--- src/rtl/hz_pkg.sv ---
package hz_pkg;
  typedef enum logic [2:0] {
    UNIT_INT  = 3'd0,
    UNIT_LOAD = 3'd1,
    UNIT_ADD  = 3'd2,
    UNIT_MUL  = 3'd3,
    UNIT_DIV  = 3'd4
  } unit_e;

  // Latency in intervening cycles for a unit code; unknown codes act as integer.
  function automatic int unsigned unit_lat(input logic [2:0] code,
                                           input int unsigned l_load,
                                           input int unsigned l_add,
                                           input int unsigned l_mul,
                                           input int unsigned l_div);
    case (code)
      UNIT_LOAD: return l_load;
      UNIT_ADD:  return l_add;
      UNIT_MUL:  return l_mul;
      UNIT_DIV:  return l_div;
      default:   return 0;
    endcase
  endfunction

  function automatic int unsigned max2(input int unsigned a, input int unsigned b);
    return (a > b) ? a : b;
  endfunction
endpackage

--- src/rtl/hz_scoreboard.sv ---
module hz_scoreboard #(
  parameter int NREGS = 32,
  parameter int RW    = 5,
  parameter int CW    = 5
) (
  input  logic             clk,
  input  logic             rst_n,
  input  logic             wr_en,
  input  logic [RW-1:0]    wr_dst,
  input  logic [CW-1:0]    wr_lat,
  input  logic [RW-1:0]    rd_a,
  input  logic [RW-1:0]    rd_b,
  output logic [CW-1:0]    dst_cnt,
  output logic             pend_a,
  output logic             pend_b,
  output logic [NREGS-1:0] pending
);
  logic [CW-1:0] cnt [NREGS];

  for (genvar i = 0; i < NREGS; i++) begin : g_reg
    logic hit;
    assign hit = wr_en && (wr_dst == RW'(i));
    always_ff @(posedge clk) begin
      if (!rst_n)              cnt[i] <= '0;
      else if (hit)            cnt[i] <= wr_lat;
      else if (cnt[i] != '0)   cnt[i] <= cnt[i] - 1'b1;
    end
    assign pending[i] = (cnt[i] != '0);

    // an untouched pending count falls by exactly one per cycle
    assert_count_down_R3: assert property (@(posedge clk) disable iff (!rst_n)
      (pending[i] && !hit) |=> (cnt[i] == $past(cnt[i]) - 1'b1));
  end

  assign dst_cnt = cnt[wr_dst];
  assign pend_a  = pending[rd_a];
  assign pend_b  = pending[rd_b];

  // a writer with nonzero latency makes its register pending next cycle
  assert_pend_set_R3: assert property (@(posedge clk) disable iff (!rst_n)
    (wr_en && wr_lat != '0) |=> pending[$past(wr_dst)]);
endmodule

--- src/rtl/hz_wb_reserve.sv ---
module hz_wb_reserve #(
  parameter int MAXL = 24,
  parameter int CW   = 5
) (
  input  logic          clk,
  input  logic          rst_n,
  input  logic          claim_en,
  input  logic [CW-1:0] claim_lat,
  output logic          slot_taken
);
  logic [MAXL:0] res;
  logic [CW-1:0] claim_m1;

  for (genvar i = 0; i <= MAXL; i++) begin : g_slot
    if (i < MAXL) begin : g_shift
      always_ff @(posedge clk) begin
        if (!rst_n) res[i] <= 1'b0;
        else        res[i] <= res[i+1] | (claim_en && claim_lat == CW'(i + 1));
      end
    end else begin : g_top
      always_ff @(posedge clk) res[i] <= 1'b0;
    end
  end

  assign slot_taken = res[claim_lat];
  assign claim_m1   = claim_lat - 1'b1;

  // a claim at distance L shows up at distance L-1 one cycle later
  assert_claim_kept_R5: assert property (@(posedge clk) disable iff (!rst_n)
    (claim_en && claim_lat != '0) |=> res[$past(claim_m1)]);
endmodule

--- src/rtl/hz_div_track.sv ---
module hz_div_track #(
  parameter int DIV_II = 25
) (
  input  logic clk,
  input  logic rst_n,
  input  logic start,
  output logic busy
);
  localparam int DW = $clog2(DIV_II + 1);
  logic [DW-1:0] left;

  always_ff @(posedge clk) begin
    if (!rst_n)            left <= '0;
    else if (start)        left <= DW'(DIV_II - 1);
    else if (left != '0)   left <= left - 1'b1;
  end
  assign busy = (left != '0);

  // accepting a divide occupies the divider from the next cycle on
  assert_div_taken_R4: assert property (@(posedge clk) disable iff (!rst_n)
    start |=> busy);
  // no new divide may start while the divider is occupied
  assert_div_no_overlap_R4: assert property (@(posedge clk) disable iff (!rst_n)
    busy |-> !start);
endmodule

--- src/rtl/hz_issue_ctrl.sv ---
module hz_issue_ctrl #(
  parameter int NREGS  = 32,
  parameter int LAT_LD = 1,
  parameter int LAT_AD = 3,
  parameter int LAT_MU = 6,
  parameter int LAT_DV = 24,
  parameter int DIV_II = 25
) (
  input  logic                     clk,
  input  logic                     rst_n,
  input  logic                     req_valid,
  input  logic [2:0]               req_unit,
  input  logic                     req_wr,
  input  logic [$clog2(NREGS)-1:0] req_dst,
  input  logic [1:0]               req_src_en,
  input  logic [$clog2(NREGS)-1:0] req_src1,
  input  logic [$clog2(NREGS)-1:0] req_src2,
  output logic                     stall,
  output logic                     issue_fire,
  output logic [NREGS-1:0]         reg_pending,
  output logic                     div_busy
);
  import hz_pkg::*;

  localparam int RW   = $clog2(NREGS);
  localparam int MAXL = int'(max2(max2(LAT_LD, LAT_AD), max2(LAT_MU, LAT_DV)));
  localparam int CW   = $clog2(MAXL + 1);

  logic [CW-1:0] lat, dst_cnt;
  logic          is_div, pend_a, pend_b, slot_taken;
  logic          raw_hit, waw_hit, wb_hit, div_hit, hazard;

  assign lat    = CW'(unit_lat(req_unit, LAT_LD, LAT_AD, LAT_MU, LAT_DV));
  assign is_div = (req_unit == UNIT_DIV);

  hz_scoreboard #(.NREGS(NREGS), .RW(RW), .CW(CW)) sb_i (
    .clk(clk), .rst_n(rst_n),
    .wr_en(issue_fire && req_wr), .wr_dst(req_dst), .wr_lat(lat),
    .rd_a(req_src1), .rd_b(req_src2),
    .dst_cnt(dst_cnt), .pend_a(pend_a), .pend_b(pend_b), .pending(reg_pending)
  );

  hz_wb_reserve #(.MAXL(MAXL), .CW(CW)) wb_i (
    .clk(clk), .rst_n(rst_n),
    .claim_en(issue_fire), .claim_lat(lat), .slot_taken(slot_taken)
  );

  hz_div_track #(.DIV_II(DIV_II)) dv_i (
    .clk(clk), .rst_n(rst_n), .start(issue_fire && is_div), .busy(div_busy)
  );

  assign raw_hit    = (req_src_en[0] && pend_a) || (req_src_en[1] && pend_b);
  assign waw_hit    = req_wr && (dst_cnt > lat);
  assign wb_hit     = slot_taken;
  assign div_hit    = is_div && div_busy;
  assign hazard     = raw_hit || waw_hit || wb_hit || div_hit;
  assign stall      = req_valid && hazard;
  assign issue_fire = req_valid && !hazard;

  // an issued request never reads an enabled source that is still pending
  assert_no_raw_issue_R2: assert property (@(posedge clk) disable iff (!rst_n)
    issue_fire |-> !((req_src_en[0] && reg_pending[req_src1]) ||
                     (req_src_en[1] && reg_pending[req_src2])));
  // an issued writer never finishes before the older writer of its register
  assert_write_order_R6: assert property (@(posedge clk) disable iff (!rst_n)
    (issue_fire && req_wr) |-> (dst_cnt <= lat));
  // nothing issues or stalls without a valid request
  assert_idle_quiet_R8: assert property (@(posedge clk) disable iff (!rst_n)
    !req_valid |-> !(stall || issue_fire));
endmodule

--- config.mk ---
export PLATFORM = sky130hd
export DESIGN_NAME = hz_issue_ctrl
export DESIGN_NICKNAME = d
export VERILOG_FILES = /design/src/rtl/hz_pkg.sv /design/src/rtl/hz_scoreboard.sv /design/src/rtl/hz_wb_reserve.sv /design/src/rtl/hz_div_track.sv /design/src/rtl/hz_issue_ctrl.sv
export SDC_FILE = /design/constraint.sdc
export NUM_CORES = 1
export LEC_CHECK = 0
export ABC_AREA = 1
export BUFFER_PORTS_ARGS = -buffer_cell sky130_fd_sc_hd__buf_4
export CAP_MARGIN = 30
export CORE_UTILIZATION = 35
export CTS_BUF_LIST = sky130_fd_sc_hd__clkbuf_4 sky130_fd_sc_hd__clkbuf_8 sky130_fd_sc_hd__clkbuf_16
export DETAILED_ROUTE_END_ITERATION = 16
export SLEW_MARGIN = 5
export SYNTH_ARGS = -nofsm -noshare
export SYNTH_HDL_FRONTEND = slang
export SYNTH_SLANG_ARGS = --single-unit
--- constraint.sdc ---
create_clock -name clk -period 3.5 [get_ports clk]
set_input_delay 0.35 -clock clk [delete_from_list [all_inputs] [get_ports clk]]
set_output_delay 0.35 -clock clk [all_outputs]
set_load 0.005 [all_outputs]
==> impl_metrics.env <==
export IMPL_cts_tree="done"
export IMPL_rsz0062_at_grt="yes"
export IMPL_ir_drop_mv=0.410
export IMPL_worst_slack_ns=-0.0990
export IMPL_pwr_share_clk_pct=15.5
export IMPL_synth_edf_count=160
export IMPL_crit_fanout=7
export IMPL_drive_gt1_share_pct=24.9
export IMPL_overflow=0
export IMPL_pwr_density_cell_mw_per_mm2=747
export IMPL_grt_pass1_wl_um=68800
export IMPL_io_pins=59
export IMPL_switching_share_pct=44.0
export IMPL_die_h_um=205
export IMPL_pre_cts_ws_ns=-0.671
export IMPL_numClockSinks=189
export IMPL_tightest_slew_ns=0.738
export IMPL_power_frac_seq_pct=29.7
export IMPL_dr_pass1_iters=5
export IMPL_fin_nets=2026
export IMPL_port_buffers=58
export IMPL_clk_path_buf_depth=2
export IMPL_antenna_cells=0
export IMPL_cts_root_buf="clkbuf_16"
export IMPL_start_util_pct=35.4
export IMPL_post_place_cells=2424
export IMPL_syn_to_final_growth_pct=24.2
export IMPL_finalSetupViolations=224
export IMPL_timing_setup_tns_ns=-10.52
export IMPL_most_common_layout_cells="nand2_1 (398), inv_1 (228), buf_4 (185)"
export IMPL_synth_seq_cells=189
export IMPL_die_w_um=205
export IMPL_grt_max_degree=102
export IMPL_cts_made_buffers=17
export IMPL_synth_cell_area_mm2=0.0145
export IMPL_crit_type="flop to flop"
export IMPL_gp_congestion=0.956
export IMPL_cts_max_level=4
export IMPL_combPwrFrac_pct=54.7
export IMPL_drt_iter0_drc=1219
export IMPL_synth_fp_nets=1839
export IMPL_finalHoldViolCount=0
export IMPL_p_leak_nw=8.23
export IMPL_cp_arrival_ns=3.74
export IMPL_wl_um=45400
export IMPL_hpwl_um=32600
export IMPL_internal_power_mw=7.51
export IMPL_antenna_found_initial=0
export IMPL_crit_required_ns=3.64
export IMPL_drc=0
export IMPL_stdcell_count=2476
export IMPL_synthDistinctLibCells=45
export IMPL_status="complete, but fails checks"
export IMPL_final_util_pct=44.0
export IMPL_fin_crit_sh_pct=103
export IMPL_relSlewSlack_pct=50.8
export IMPL_switching_power_mw=5.91
export IMPL_ys_async_sr_fraction_pct=0
export IMPL_grt_util_all_layers_pct=21.4
export IMPL_core_mm2=0.0408
export IMPL_avgSynthCellArea_um2=8.30
export IMPL_clk_pin_slew_ns=0.09
export IMPL_skew_ns=0.0123
export IMPL_grt_pass1_vias=12700
export IMPL_fin_crit_ns=3.60
export IMPL_ys_warn_count=0
export IMPL_drtAntennaViolNets=0
export IMPL_cp_end_kind="flop"
export IMPL_post_drt_wl_per_cell_um=18.3
export IMPL_final_common_cell="nand2_1"
export IMPL_rows=74
export IMPL_routed_via_density=5.38
export IMPL_total_power_mw=13.4
export IMPL_startpoint_type="flop"
export IMPL_detailroute_via_count=13300
export IMPL_cap_violations=0
export IMPL_clock_latency_ns=0.47
export IMPL_ys_flop_type="edfxtp_1"
export IMPL_fmax_mhz=278
export IMPL_dieArea_mm2=0.0422
export IMPL_hold_buffers=0
export IMPL_syn_instance_count=1744
export IMPL_synth_yosys_seq_area_share_pct=37.2
export IMPL_maxSlewViolCount=0
export IMPL_violations="setup timing"
export IMPL_min_path_type="input pin to flop"
[critical path, stage by stage, from the launching register on]
cell and delay (ns):
edfxtp_1 0.39, inv_1 0.13, o22ai_2 0.11, o21ai_1 0.21
nand4_1 0.17, nor2_1 0.13, a31oi_1 0.06, ha_1 0.35
a21oi_2 0.16, o21ai_1 0.08, nor2_1 0.14, a211oi_2 0.05
nor2_1 0.15, nand2_2 0.09, nor2_4 0.14, nand2_4 0.08
nor2_8 0.19, buf_12 0.17, buf_12 0.14, nand2_8 0.06
nand3b_1 0.25
[state kept, by name, summed over array words and instances, names as in the netlist]
register,flops
dv_i.left,5
sb_i.cnt,160
wb_i.res,24
[timing repair]
item / in CTS / in global routing
gates resized for setup: 24 / 109
endpoints found under the hold margin: 0 / 0
cloned: 0 / 1
endpoints found under the setup margin: 318 / 312
setup buffers: 4 / 16
pin swaps: 5 / 61
[per-stage QoR]
| step | cell area, um2 | hold WS, ns |
|---|---|---|
| 5_1_grt | 18000 | 0.251 |
| 2_1_floorplan | 14500 | 0.386 |
| 4_1_cts | 17400 | 0.215 |
| 6_report | 18000 | 0.234 |
| 3_5_place_dp | 16700 | 0.397 |
| 3_3_place_gp | 16700 | 0.391 |
[logic make-up (layout without fill, tap and decap cells)]
kind of cell,Yosys count,in the layout,synth area share [%]
buffers and inverters,322,522,8.89
adder cells (fa/ha/maj),71,71,6.14
AND/OR/NAND/NOR,921,921,35.8
flip-flops,189,189,37.2
AO/OA/AOI/OAI,143,143,6.03
XOR/XNOR,98,98,5.93
[layout make-up]
class	count	area [um2]
clock inverters	15	201
well taps	532	666
repair buffers	241	2220
flip-flops and latches	189	5390
clock buffers	17	425
fillers	3906	22900
inverters	249	940
multi-input cells	1233	8140
[Yosys cell counts (2+ instances only)]
master    count  area, um2
nand2_1     421       1580
inv_1       243        912
nand4_1     175       1090
edfxtp_1    160       4800
xor2_1       96        841
nand3_1      94        470
ha_1         71        888
o22ai_1      69        432
clkbuf_1     44        165
nor3_1       39        195
o21ai_0      37        185
nor2_4       30        338
dfxtp_1      29        581
nor2_2       26        163
nand3b_1     24        180
nor2_1       24       90.1
nand2_2      20        125
nand2_4      20        225
nand3_2      20        200
a21oi_1      13       65.1
buf_2        13       65.1
nor2_8       11        220
nand2_8      10        200
buf_1         9       33.8
o221ai_1      7       61.3
a22oi_1       6       45.0
inv_2         5       18.8
nand3_4       5       87.6
a221oi_1      2       17.5
a31oi_1       2       12.5
buf_4         2       15.0
buf_6         2       22.5
buf_8         2       30.0
xnor2_1       2       17.5
[power groups by stage]
stage / Clock [mW] / Sequential [mW] / Combinational (mW)
after floorplan: 0 / 4.00 / 4.66
after global placement: 0 / 4.01 / 6.87
after detailed placement: 0 / 4.03 / 7.01
after CTS: 2.12 / 3.99 / 7.13
after global routing: 2.20 / 4.07 / 8.11
final: 2.09 / 3.99 / 7.35
[path summary, 6_finish.rpt]
kind / endpoint / cells past startpoint / startpoint / slack (ns)
setup / recovery: sb_i.cnt[7][0]$_DFFE_PP_ / 20 / sb_i.cnt[31][2]$_DFFE_PP_ / -0.1
hold / removal: wb_i.res[2]$_SDFF_PN0_ / 4 / req_unit[0] / 0.23
setup reg to reg: sb_i.cnt[7][0]$_DFFE_PP_ / 20 / sb_i.cnt[31][2]$_DFFE_PP_ / -0.1
hold reg to reg: wb_i.res[4]$_SDFF_PN0_ / 2 / wb_i.res[5]$_SDFF_PN0_ / 0.40
[layer usage]
| metal | track usage, % | vias to the layer above | routed length [um] | part of all wire (%) |
|---|---|---|---|---|
| li1 | - | 6357 | - | - |
| met2 | 35.5 | 571 | 21100 | 47 |
| met4 | 10.2 | 0 | 2010 | 4.4 |
| met5 | 0.119 | - | 0 | 0 |
| met3 | 4.26 | 129 | 3580 | 7.9 |
| met1 | 26.6 | 6267 | 18700 | 41 |
No activity file was read; power rests on OpenSTA's default activity.
